===== config.mk =====
export PLATFORM = sky130hd
export DESIGN_NAME = spi_fifo_master
export DESIGN_NICKNAME = d
export VERILOG_FILES = /design/src/rtl/spi_fifo_master_pkg.sv /design/src/rtl/spi_fifo_master_queue.sv /design/src/rtl/spi_fifo_master_ctrl.sv /design/src/rtl/spi_fifo_master_datapath.sv /design/src/rtl/spi_fifo_master.sv
export SDC_FILE = /design/constraint.sdc
export NUM_CORES = 1
export LEC_CHECK = 0
export ABC_CLOCK_PERIOD_IN_PS = 3300
export BUFFER_PORTS_ARGS = -buffer_cell sky130_fd_sc_hd__buf_2
export CORE_MARGIN = 4
export CORE_UTILIZATION = 53
export CTS_CLUSTER_SIZE = 14
export DETAILED_ROUTE_END_ITERATION = 10
export GPL_TIMING_DRIVEN = 0
export PLACE_DENSITY = 0.75
export SLEW_MARGIN = 25
export SYNTH_ARGS = -nofsm -noshare
export SYNTH_HDL_FRONTEND = slang
export SYNTH_SLANG_ARGS = --single-unit
export TNS_END_PERCENT = 1

===== constraint.sdc =====
create_clock -name clk -period 3.3 [get_ports clk]
set_input_delay 0.33 -clock clk [delete_from_list [all_inputs] [get_ports clk]]
set_output_delay 0.33 -clock clk [all_outputs]
set_load 0.1 [all_outputs]

===== src/rtl/spi_fifo_master_pkg.sv =====
package spi_fifo_master_pkg;

  localparam int CTL_W       = 10;
  localparam int CTL_LOOP    = 0;
  localparam int CTL_EN      = 1;
  localparam int CTL_MASTER  = 2;
  localparam int CTL_CPOL    = 3;
  localparam int CTL_CPHA    = 4;
  localparam int CTL_TXFLUSH = 5;
  localparam int CTL_RXFLUSH = 6;
  localparam int CTL_MANSEL  = 7;
  localparam int CTL_HOLD    = 8;
  localparam int CTL_LSB     = 9;

  localparam int OFS_CTRL = 'h60;
  localparam int OFS_STAT = 'h64;
  localparam int OFS_TX   = 'h68;
  localparam int OFS_RX   = 'h6C;
  localparam int OFS_SEL  = 'h70;

  typedef struct packed {
    logic txPush;
    logic rxPop;
    logic txFlush;
    logic rxFlush;
  } ctlStrobe_t;

  typedef struct packed {
    logic loop;
    logic cpol;
    logic cpha;
    logic lsbFirst;
    logic run;
  } modeCfg_t;

  typedef struct packed {
    logic rxEmpty;
    logic rxFull;
    logic txEmpty;
    logic txFull;
    logic active;
    logic busy;
  } dpStatus_t;

endpackage


===== src/rtl/spi_fifo_master_queue.sv =====
module spi_fifo_master_queue #(
  parameter int W     = 8,
  parameter int DEPTH = 4
) (
  input  logic         clk,
  input  logic         rstN,
  input  logic         flush,
  input  logic         push,
  input  logic [W-1:0] din,
  input  logic         pop,
  output logic [W-1:0] dout,
  output logic         empty,
  output logic         full
);
  localparam int PTR_W = (DEPTH > 1) ? $clog2(DEPTH) : 1;
  localparam int CNT_W = $clog2(DEPTH + 1);

  logic [W-1:0]     mem [DEPTH];
  logic [PTR_W-1:0] wrPtr, rdPtr;
  logic [CNT_W-1:0] count;
  logic             doPush, doPop;

  assign empty  = (count == '0);
  assign full   = (count == CNT_W'(DEPTH));
  assign doPush = push & ~full;
  assign doPop  = pop & ~empty;
  assign dout   = mem[rdPtr];

  always_ff @(posedge clk or negedge rstN) begin
    if (!rstN) begin
      wrPtr <= '0;
      rdPtr <= '0;
      count <= '0;
    end else if (flush) begin
      wrPtr <= '0;
      rdPtr <= '0;
      count <= '0;
    end else begin
      if (doPush) wrPtr <= (wrPtr == PTR_W'(DEPTH - 1)) ? '0 : wrPtr + 1'b1;
      if (doPop)  rdPtr <= (rdPtr == PTR_W'(DEPTH - 1)) ? '0 : rdPtr + 1'b1;
      count <= count + CNT_W'(doPush) - CNT_W'(doPop);
    end
  end

  always_ff @(posedge clk) begin
    if (doPush && !flush) mem[wrPtr] <= din;
  end
endmodule


===== src/rtl/spi_fifo_master_ctrl.sv =====
module spi_fifo_master_ctrl
  import spi_fifo_master_pkg::*;
#(
  parameter int W      = 8,
  parameter int NUM_SS = 4,
  parameter int ADDR_W = 7
) (
  input  logic              clk,
  input  logic              rstN,
  input  logic              wrEn,
  input  logic              rdEn,
  input  logic [ADDR_W-1:0] addr,
  input  logic [31:0]       wrData,
  output logic [31:0]       rdData,
  output ctlStrobe_t        strobe,
  output modeCfg_t          mode,
  output logic              manualSel,
  output logic [NUM_SS-1:0] selLines,
  input  dpStatus_t         stat,
  input  logic [W-1:0]      rxHead,
  output logic [NUM_SS-1:0] ssN
);
  localparam logic [CTL_W-1:0] CTL_RESET  = CTL_W'(1 << CTL_HOLD);
  localparam logic [CTL_W-1:0] FLUSH_MASK = CTL_W'((1 << CTL_TXFLUSH) | (1 << CTL_RXFLUSH));

  logic [CTL_W-1:0]  ctlReg;
  logic [NUM_SS-1:0] selReg;
  logic [NUM_SS-1:0] ssReg;
  logic [31:0]       selRead;
  logic hitCtl, hitStat, hitTx, hitRx, hitSel;
  wire  unusedBits = &{1'b0, wrData};

  assign hitCtl  = (addr == ADDR_W'(OFS_CTRL));
  assign hitStat = (addr == ADDR_W'(OFS_STAT));
  assign hitTx   = (addr == ADDR_W'(OFS_TX));
  assign hitRx   = (addr == ADDR_W'(OFS_RX));
  assign hitSel  = (addr == ADDR_W'(OFS_SEL));

  always_ff @(posedge clk or negedge rstN) begin
    if (!rstN) begin
      ctlReg <= CTL_RESET;
      selReg <= '1;
      ssReg  <= '1;
    end else begin
      if (wrEn && hitCtl) ctlReg <= wrData[CTL_W-1:0] & ~FLUSH_MASK;
      if (wrEn && hitSel) selReg <= wrData[NUM_SS-1:0];
      ssReg <= (ctlReg[CTL_MANSEL] || stat.active) ? selReg : '1;
    end
  end

  assign strobe.txPush  = wrEn & hitTx;
  assign strobe.rxPop   = rdEn & hitRx;
  assign strobe.txFlush = wrEn & hitCtl & wrData[CTL_TXFLUSH];
  assign strobe.rxFlush = wrEn & hitCtl & wrData[CTL_RXFLUSH];

  assign mode.loop     = ctlReg[CTL_LOOP];
  assign mode.cpol     = ctlReg[CTL_CPOL];
  assign mode.cpha     = ctlReg[CTL_CPHA];
  assign mode.lsbFirst = ctlReg[CTL_LSB];
  assign mode.run      = ctlReg[CTL_EN] & ctlReg[CTL_MASTER] & ~ctlReg[CTL_HOLD];

  assign manualSel = ctlReg[CTL_MANSEL];
  assign selLines  = selReg;
  assign ssN       = ssReg;

  generate
    if (NUM_SS < 32) begin : g_selPad
      assign selRead = {{(32 - NUM_SS){1'b1}}, selReg};
    end else begin : g_selFull
      assign selRead = selReg;
    end
  endgenerate

  always_comb begin
    rdData = '0;
    if (hitCtl)  rdData = 32'(ctlReg);
    if (hitStat) rdData = {27'b0, 1'b0, stat.txFull, stat.txEmpty, stat.rxFull, stat.rxEmpty};
    if (hitRx)   rdData = stat.rxEmpty ? 32'b0 : 32'(rxHead);
    if (hitSel)  rdData = selRead;
  end
endmodule


===== src/rtl/spi_fifo_master_datapath.sv =====
module spi_fifo_master_datapath
  import spi_fifo_master_pkg::*;
#(
  parameter int W          = 8,
  parameter int FIFO_DEPTH = 4,
  parameter int CLK_DIV    = 2
) (
  input  logic         clk,
  input  logic         rstN,
  input  ctlStrobe_t   strobe,
  input  modeCfg_t     mode,
  input  logic [W-1:0] wrWord,
  input  logic         miso,
  output logic         sclk,
  output logic         mosi,
  output logic [W-1:0] rxHead,
  output dpStatus_t    stat
);
  localparam int DIV_W  = (CLK_DIV > 1) ? $clog2(CLK_DIV) : 1;
  localparam int EDGE_W = $clog2(2 * W);

  logic [W-1:0]      txHead, txOrd, txSh, rxSh, rxShNext, rxWord;
  logic              txEmptyF, txFullF, rxEmptyF, rxFullF;
  logic              busy, sclkR, outBit;
  logic [DIV_W-1:0]  divCnt;
  logic [EDGE_W-1:0] edgeIdx;
  logic              startXfer, halfDone, lastEdge, sampleEdge, inBit;

  spi_fifo_master_queue #(.W(W), .DEPTH(FIFO_DEPTH)) u_txq (
    .clk(clk), .rstN(rstN), .flush(strobe.txFlush), .push(strobe.txPush),
    .din(wrWord), .pop(startXfer), .dout(txHead), .empty(txEmptyF), .full(txFullF)
  );

  spi_fifo_master_queue #(.W(W), .DEPTH(FIFO_DEPTH)) u_rxq (
    .clk(clk), .rstN(rstN), .flush(strobe.rxFlush), .push(lastEdge),
    .din(rxWord), .pop(strobe.rxPop), .dout(rxHead), .empty(rxEmptyF), .full(rxFullF)
  );

  assign startXfer  = !busy && mode.run && !txEmptyF;
  assign halfDone   = busy && (divCnt == DIV_W'(CLK_DIV - 1));
  assign lastEdge   = halfDone && (edgeIdx == EDGE_W'(2 * W - 1));
  assign sampleEdge = (edgeIdx[0] == mode.cpha);
  assign inBit      = mode.loop ? outBit : miso;

  always_comb begin
    for (int i = 0; i < W; i++) txOrd[i] = mode.lsbFirst ? txHead[W-1-i] : txHead[i];
    rxShNext = sampleEdge ? {rxSh[W-2:0], inBit} : rxSh;
    for (int i = 0; i < W; i++) rxWord[i] = mode.lsbFirst ? rxShNext[W-1-i] : rxShNext[i];
  end

  always_ff @(posedge clk or negedge rstN) begin
    if (!rstN) begin
      busy    <= 1'b0;
      sclkR   <= 1'b0;
      outBit  <= 1'b0;
      txSh    <= '0;
      rxSh    <= '0;
      divCnt  <= '0;
      edgeIdx <= '0;
    end else if (!busy) begin
      sclkR   <= mode.cpol;
      divCnt  <= '0;
      edgeIdx <= '0;
      if (startXfer) begin
        busy <= 1'b1;
        rxSh <= '0;
        if (!mode.cpha) begin
          outBit <= txOrd[W-1];
          txSh   <= txOrd << 1;
        end else begin
          txSh   <= txOrd;
        end
      end
    end else if (halfDone) begin
      divCnt  <= '0;
      sclkR   <= ~sclkR;
      edgeIdx <= edgeIdx + 1'b1;
      rxSh    <= rxShNext;
      if (!sampleEdge) begin
        outBit <= txSh[W-1];
        txSh   <= txSh << 1;
      end
      if (lastEdge) busy <= 1'b0;
    end else begin
      divCnt <= divCnt + 1'b1;
    end
  end

  assign sclk         = sclkR;
  assign mosi         = outBit;
  assign stat.rxEmpty = rxEmptyF;
  assign stat.rxFull  = rxFullF;
  assign stat.txEmpty = txEmptyF & ~busy;
  assign stat.txFull  = txFullF;
  assign stat.active  = busy | (mode.run & ~txEmptyF);
  assign stat.busy    = busy;
endmodule


===== src/rtl/spi_fifo_master.sv =====
module spi_fifo_master
  import spi_fifo_master_pkg::*;
#(
  parameter int WORD_W     = 8,
  parameter int FIFO_DEPTH = 4,
  parameter int CLK_DIV    = 2,
  parameter int NUM_SS     = 4,
  parameter int ADDR_W     = 7
) (
  input  logic              clk,
  input  logic              rstN,
  input  logic              wrEn,
  input  logic              rdEn,
  input  logic [ADDR_W-1:0] addr,
  input  logic [31:0]       wrData,
  output logic [31:0]       rdData,
  output logic              sclk,
  output logic              mosi,
  input  logic              miso,
  output logic [NUM_SS-1:0] ssN
);
  ctlStrobe_t        strobe;
  modeCfg_t          mode;
  dpStatus_t         dpStat;
  logic [WORD_W-1:0] rxHead;
  logic              manualW;
  logic [NUM_SS-1:0] selW;
  logic              busyW, runW, cpolW;

  spi_fifo_master_ctrl #(.W(WORD_W), .NUM_SS(NUM_SS), .ADDR_W(ADDR_W)) u_ctrl (
    .clk(clk), .rstN(rstN), .wrEn(wrEn), .rdEn(rdEn), .addr(addr),
    .wrData(wrData), .rdData(rdData), .strobe(strobe), .mode(mode),
    .manualSel(manualW), .selLines(selW), .stat(dpStat), .rxHead(rxHead), .ssN(ssN)
  );

  spi_fifo_master_datapath #(.W(WORD_W), .FIFO_DEPTH(FIFO_DEPTH), .CLK_DIV(CLK_DIV)) u_dp (
    .clk(clk), .rstN(rstN), .strobe(strobe), .mode(mode), .wrWord(wrData[WORD_W-1:0]),
    .miso(miso), .sclk(sclk), .mosi(mosi), .rxHead(rxHead), .stat(dpStat)
  );

  assign busyW = dpStat.busy;
  assign runW  = mode.run;
  assign cpolW = mode.cpol;
endmodule


======== Yosys cells after proc, flatten, opt, wreduce, memory -nomap -nowiden ========
Memories as Yosys holds them, arrays and structs flattened.
Index checks and enable logic that the tools add are counted.
word-level totals
  register bits after elaboration ......... 54
  memory bits (writable) .................. 64
  input port bits ......................... 44
  output and inout bits ................... 38
  logic and storage cells ................. 153
  memories ................................ 2
operators by class
  add/subtract/negate cells ............... 10
  eq/ne operators ......................... 16
  mux-type cells .......................... 65
  bitwise operators ....................... 21
  reduce and logical (&&, ||, !) cells .... 23
memory list
  name            depth  bits a word  rd ports  clocked after memory_dff  wr ports  line                         text
  u_dp.u_rxq.mem  4      8            1         0                         1         spi_fifo_master_queue.sv:18  logic [W-1:0] mem [DEPTH];
  u_dp.u_txq.mem  4      8            1         0                         1         spi_fifo_master_queue.sv:18
operator list
  cell                 number
  $mux 32              3
  $mux 8               10
  $eq 7x7->1 const B   5
  $mux 1               34
  $mux 2               12
  $and 1x1->1          13
  $mux 4               3
  $mux 10              1
  $reduce_bool 2->1    5
  $add 2x1->2 const B  4
  $eq 2x2->1 const B   4
  $logic_and 1x1->1    8
  $not 1->1            7
  $add 3x1->3          2
  $eq 3x3->1 const B   2
  $logic_not 3->1      2
  $mux 3               2
  $sub 3x1->3          2
  $add 4x1->4 const B  1
  $eq 4x4->1 const B   1
  $logic_not 1->1      4
  $ne 2x2->1 const B   2
  $reduce_and 4->1     1
  $reduce_and 3->1     1
  6 further kinds      6

======== Logic depth before layout (Yosys ltp) ========
  word-level depth ........................ 7
  gate-level depth with buffers ........... 12
  mapped depth without buffers ............ 11

======== Hierarchy ========
From an unflattened synthesis, not the netlist that was laid out.
unflattened totals
  cell total of the unflattened synthesis .. 455
  area, all modules ....................... 5916.9 µm²
modules (own cells, without submodules)
  module                    times used  cells each  area each (µm²)
  spi_fifo_master_queue     2           89          1616.6
  spi_fifo_master_datapath  1           159         1537.7
  spi_fifo_master_ctrl      1           118         1146.1

======== Least setup slack after synthesis ========
Ideal clock, no wire load.
  path kind ............................... input-to-reg
  from .................................... input port addr[1]
  to ...................................... register u_dp.u_rxq.count[2]
  library setup time ...................... 144 ps
  arrival time ............................ 2522 ps
  path slack .............................. 634 ps
  stages on the path ...................... 11
  cells stage by stage .................... or3b_2 > or4_1 > inv_1 > ha_1 > inv_1 > ha_1 > inv_1 > fa_1 > xor2_1 > xnor2_1 > nor2_1
between the ends
  cells in the longest elaborated chain, start to end .. 5
ends and longest elaborated chain
  element                 line                         text
  start: declaration      spi_fifo_master.sv:14        input logic [ADDR_W-1:0] addr,
  $eq 7x7->1              spi_fifo_master_ctrl.sv:36   assign hitRx = (addr == ADDR_W'(OFS_RX));
  $and 1x1->1             spi_fifo_master_ctrl.sv:52   assign strobe.rxPop = rdEn & hitRx;
  $and 1x1->1             spi_fifo_master_queue.sv:26  assign doPop = pop & ~empty;
  $sub 3x1->3             spi_fifo_master_queue.sv:41  count <= count + CNT_W'(doPush) - CNT_W'(doPop);
  $mux 3 (*)              spi_fifo_master_queue.sv:34  end else if (flush) begin
  end signal: assignment  spi_fifo_master_queue.sv:41
  end: declaration        spi_fifo_master_queue.sv:20  logic [CNT_W-1:0] count;
Every way passes the cells marked *; elsewhere a longest branch is shown, timed or not.
A chain may end at the register's enable or synchronous reset.

======== Final worst setup path ========
  from .................................... register u_dp.u_txq.count[1]
  to ...................................... register u_dp.u_txq.count[2]
between the ends
  cells in the longest elaborated chain, start to end .. 6
ends and longest elaborated chain
  element                                           line
  start: declaration                                spi_fifo_master_queue.sv:20
  start signal: assignment                          spi_fifo_master_queue.sv:41
  $eq 3x3->1 or $logic_not 3->1 (tied branches)     spi_fifo_master_queue.sv:24, spi_fifo_master_queue.sv:23
  $not 1->1 or $logic_not 1->1 (tied branches)      spi_fifo_master_queue.sv:25, spi_fifo_master_datapath.sv:39
  $and 1x1->1 or $logic_and 1x1->1 (tied branches)  spi_fifo_master_queue.sv:25, spi_fifo_master_datapath.sv:39
  $add 3x1->3 or $and 1x1->1 (tied branches)        spi_fifo_master_queue.sv:41, spi_fifo_master_queue.sv:26
  $sub 3x1->3 (*)                                   spi_fifo_master_queue.sv:41
  $mux 3 (*)                                        spi_fifo_master_queue.sv:34
Marked as above.

==> key figures <==
Logic synthesis
  • Dominant cell type by area after synthesis: edfxtp_1
  • Netlist cell types: 51
  • Synth area leaders: edfxtp_1, dfrtp_1, mux2i_1
  • Syn avg cell area: ~13 um2
  • Primary FF master, synth: edfxtp_1
  • Synth top area share: 33.8%
  • #FFs+latches synth: roughly 120
  • Syn Inst Count: roughly 420
  • Syn_nets: between 400 and 500
  • Post-synth EDFFs: 64
  • Post-synthesis sequential area ratio: 57.7%
  • Cell area after synthesis: about 5700 um2
  • Synth Warn #: 0
  • FFs w/ async S/R, synth: between 40% and 50%

Power and ir drop
  • PwrDens: 618 nW/um2
  • Leakage power: 2.95 nW
  • NetSw: roughly 1.1 mW
  • Clock power frac: 42.3%
  • Logic pwr share: between 10% and 20%
  • Int Power: just over 3 mW
  • Peak VDD IR: slightly above 0.0005 V
  • Sequential Power Share: between 40% and 50%
  • Switch share: roughly 28%

Job
  • Max Cap Violations: 0

GRT
  • Grt ovf: 0
  • Total Routing Usage GR: between 20% and 30%
  • Vias in the first global route: between 3,000 and 4,000
  • GR Util met2: 36.3%
  • First-pass GRT wire length: between 15,000 and 20,000 um
  • Largest net degree at the start of global routing: 55
  • Most Used Layer, Global Route: met2
  • Grt met3 use: approximately 5.2%
  • Initial antenna violation count: 0
  • Routing usage on met1: 25.9%

Die
  • # IOs: slightly above 80
  • Core Box Area: just over 10,000 um2
  • Chip height: roughly 110 um
  • Die area: 12,500 um2
  • Die span in x: ~110 um
  • Initial Util: a little over half
  • FP Rows: 37

Clocking
  • Number of CTS-inserted buffers: 17
  • Clock Sinks: 118
  • Clock Root Buffer: clkbuf_8
  • Clock slew at reported path FFs: roughly 0.060 ns
  • Clk_lat worst skew: roughly 0.52 ns
  • CTS tree: built
  • H-tree depth: 4
  • Longest Clk Path Bufs: 2
  • Post-CTS setup buffer count: 0

Timing
  • Final clock skew: around 0.009 ns
  • RSZ-0062 raised after global routing: false
  • Final Hold Vio Count: 0
  • Peak Freq: roughly 330 MHz
  • Total Neg Setup Slack: 0 ns
  • Final min period: roughly 3.1 ns
  • Count of pins over their slew limit: 0
  • Final critical-path share of the clock period: between 90% and 100%
  • Endpoints failing setup: 0
  • Least-Margin Pin Slew: 0.760 ns
  • Rel. slew slack: 48.9%

Status
  • Outcome: completed

Final layout
  • Area Overhead vs Synth: 18.5%
  • Filler cells: roughly 770
  • Fin area: 6740 um2
  • Share of cells above drive strength 1: 33.0%
  • Final #Nets: 563
  • # diodes: 0

Critical path
  • Worst path slowest cell: dfrtp_1
  • CP most frequent cell: inv_1
  • Cells along the critical path: nor3_1 -> or3_1 -> clkbuf_1 -> inv_1 -> ha_1 -> inv_1 -> ha_1 -> inv_1 -> fa_1 -> xor2_1 -> xnor2_1 -> nor2_1
  • Critical path arrival: approximately 3.5 ns
  • Req. time, crit path: approximately 3.7 ns
  • Worst path max stage delay: between 0.4 and 0.5 ns
  • R2R setup slack: approximately 0.23 ns
  • CP Max Fanout: 10
  • Critical path endpoint category: flip-flop
  • Setup crit start kind: flip-flop
  • Crit Path Class: flip-flop to flip-flop

Drt
  • DR vias/cell: between 5 and 6
  • Post-DRT Antenna Nets: 0
  • DR iter-0 viols: 220
  • WL final: approximately 12,000 um
  • Avg WL per Cell: around 18 um
  • Via count: roughly 3,600
  • # DRC: 0
  • First-pass iteration count of the detailed router: 4

Placed design
  • Port bufs: 59
  • Final HPWL DP: ~8500 um
  • Final Wtd Congestion: ~0.8
  • Placed Area: about 6200 um2

Worst hold path
  • Worst min path class: input port to flip-flop
-- power groups by stage --
stage	clock, mW	sequential [mW]	combinational, mW
after floorplan	0	1.86	0.403
after global placement	0	1.76	0.635
after detailed placement	0	1.77	0.660
after CTS	1.79	1.74	0.666
after global routing	1.86	1.76	0.723
final	1.76	1.75	0.659
-- sequential cells by signal (all words and copies together) (netlist names), 2 cells and up --
signal,cells
u_ctrl.ctlReg,8
u_dp.u_rxq.mem,32
u_dp.u_txq.wrPtr,2
u_dp.u_rxq.count,3
u_dp.u_txq.count,3
u_dp.txSh,8
u_ctrl.selLines,4
u_dp.edgeIdx,4
u_ctrl.ssN,4
u_dp.u_rxq.rdPtr,2
u_dp.u_txq.rdPtr,2
u_dp.u_txq.mem,32
u_dp.rxSh,8
u_dp.u_rxq.wrPtr,2
-- final cells by class --
| type | count | area (um2) | area share (%) |
|---|---|---|---|
| multi-input cells | 249 | 2100 | 31.2 |
| repair buffers | 60 | 308 | 4.57 |
| well taps | 136 | 170 | 2.52 |
| clock inverters | 12 | 128 | 1.89 |
| plain buffers | 38 | 230 | 3.42 |
| inverters | 18 | 72.6 | 1.08 |
| clock buffers | 20 | 445 | 6.61 |
| flip-flops and latches | 118 | 3280 | 48.7 |
-- Yosys cell counts (all sizes together), types with 3 or more instances --
master / number
a21oi: 13
and2: 8
buf: 27
clkbuf: 11
dfrtp: 45
dfstp: 9
edfxtp: 64
ha: 15
inv: 17
mux2: 14
mux2i: 36
mux4: 16
nand2: 18
nand3: 9
nor2: 31
nor2b: 3
nor4: 3
o21a: 4
o21ai: 16
o22a: 7
o22ai: 3
o31ai: 3
or2: 9
or3: 7
xnor2: 5
xor2: 4
-- cells in the final DEF (no fill, tap or decap), types with 4 or more instances in the layout --
master      n
a21oi_1    13
and2_1      8
buf_2      62
buf_4      23
clkbuf_1   12
clkbuf_16  16
clkinv_2    4
dfrtp_1    45
dfstp_2     9
edfxtp_1   64
ha_1       15
inv_1      17
mux2_2     10
mux2_4      4
mux2i_1    36
mux4_2     16
nand2_1    17
nand3_1     9
nor2_1     31
o21a_1      4
o21ai_0    16
o22a_1      7
or2_2       8
or3_1       7
xnor2_1     5
xor2_1      4
-- stage by stage --
step | power [mW] | setup slack, ns | hold WS [ns] | instances | utilization [%]
3_3_place_gp | 2.40 | 0.297 | 0.486 | 618 | 59.4
4_1_cts | 4.20 | 0.171 | 0.0417 | 651 | 65.0
5_1_grt | 4.34 | 0.0338 | 0.0441 | 651 | 65.0
2_1_floorplan | 2.26 | 0.634 | 0.0344 | 423 | -
6_report | 4.17 | 0.228 | 0.0560 | 651 | 65.0
3_5_place_dp | 2.43 | 0.234 | 0.431 | 618 | 59.4
-- worst max-delay path: cells and delay by family (launching register included) --
| family | cells | cell delay (ns) |
|---|---|---|
| fa+ha+maj | 3 | 0.79 |
| xor+xnor | 2 | 0.30 |
| simple gates | 3 | 0.77 |
| buf+inv | 4 | 0.62 |
| flops | 1 | 0.46 |
-- cells by family after synthesis --
| group | share of synthesized area, % |
|---|---|
| and+or+nand+nor | 9.19 |
| xor gates and xnor gates | 1.39 |
| DFF | 57.7 |
| buffers and inverters | 5.32 |
| adders and majority gates | 4.00 |
| AOI/OAI and AO/OA | 6.66 |
| muxes | 15.7 |
-- worst paths after layout --
path / startpoint / cells after the start / end
max reg2reg: u_dp.u_txq.count[1] / 12 / u_dp.u_txq.count[2]
min: wrData[6] / 1 / u_dp.u_txq.mem[0][6]
min reg2reg: u_dp.txSh[0] / 1 / u_dp.txSh[0]
max: u_dp.u_txq.count[1] / 12 / u_dp.u_txq.count[2]
min in group asynchronous: rstN / 2 / u_dp.u_txq.wrPtr[0]
max in group asynchronous: rstN / 2 / u_dp.rxSh[7]
-- metal layers --
layer	part of all wire, %	vias up
met2	54	84
met1	41	1796
met5	0	-
met3	4.6	13
met4	1.2	0
li1	-	1689
-- repair_timing --
action                    4_1_cts  5_1_grt
hold buffers                    1        0
hold endpoints to repair       45        0
resized for setup               0        0
(Power assumes the default switching activity.)
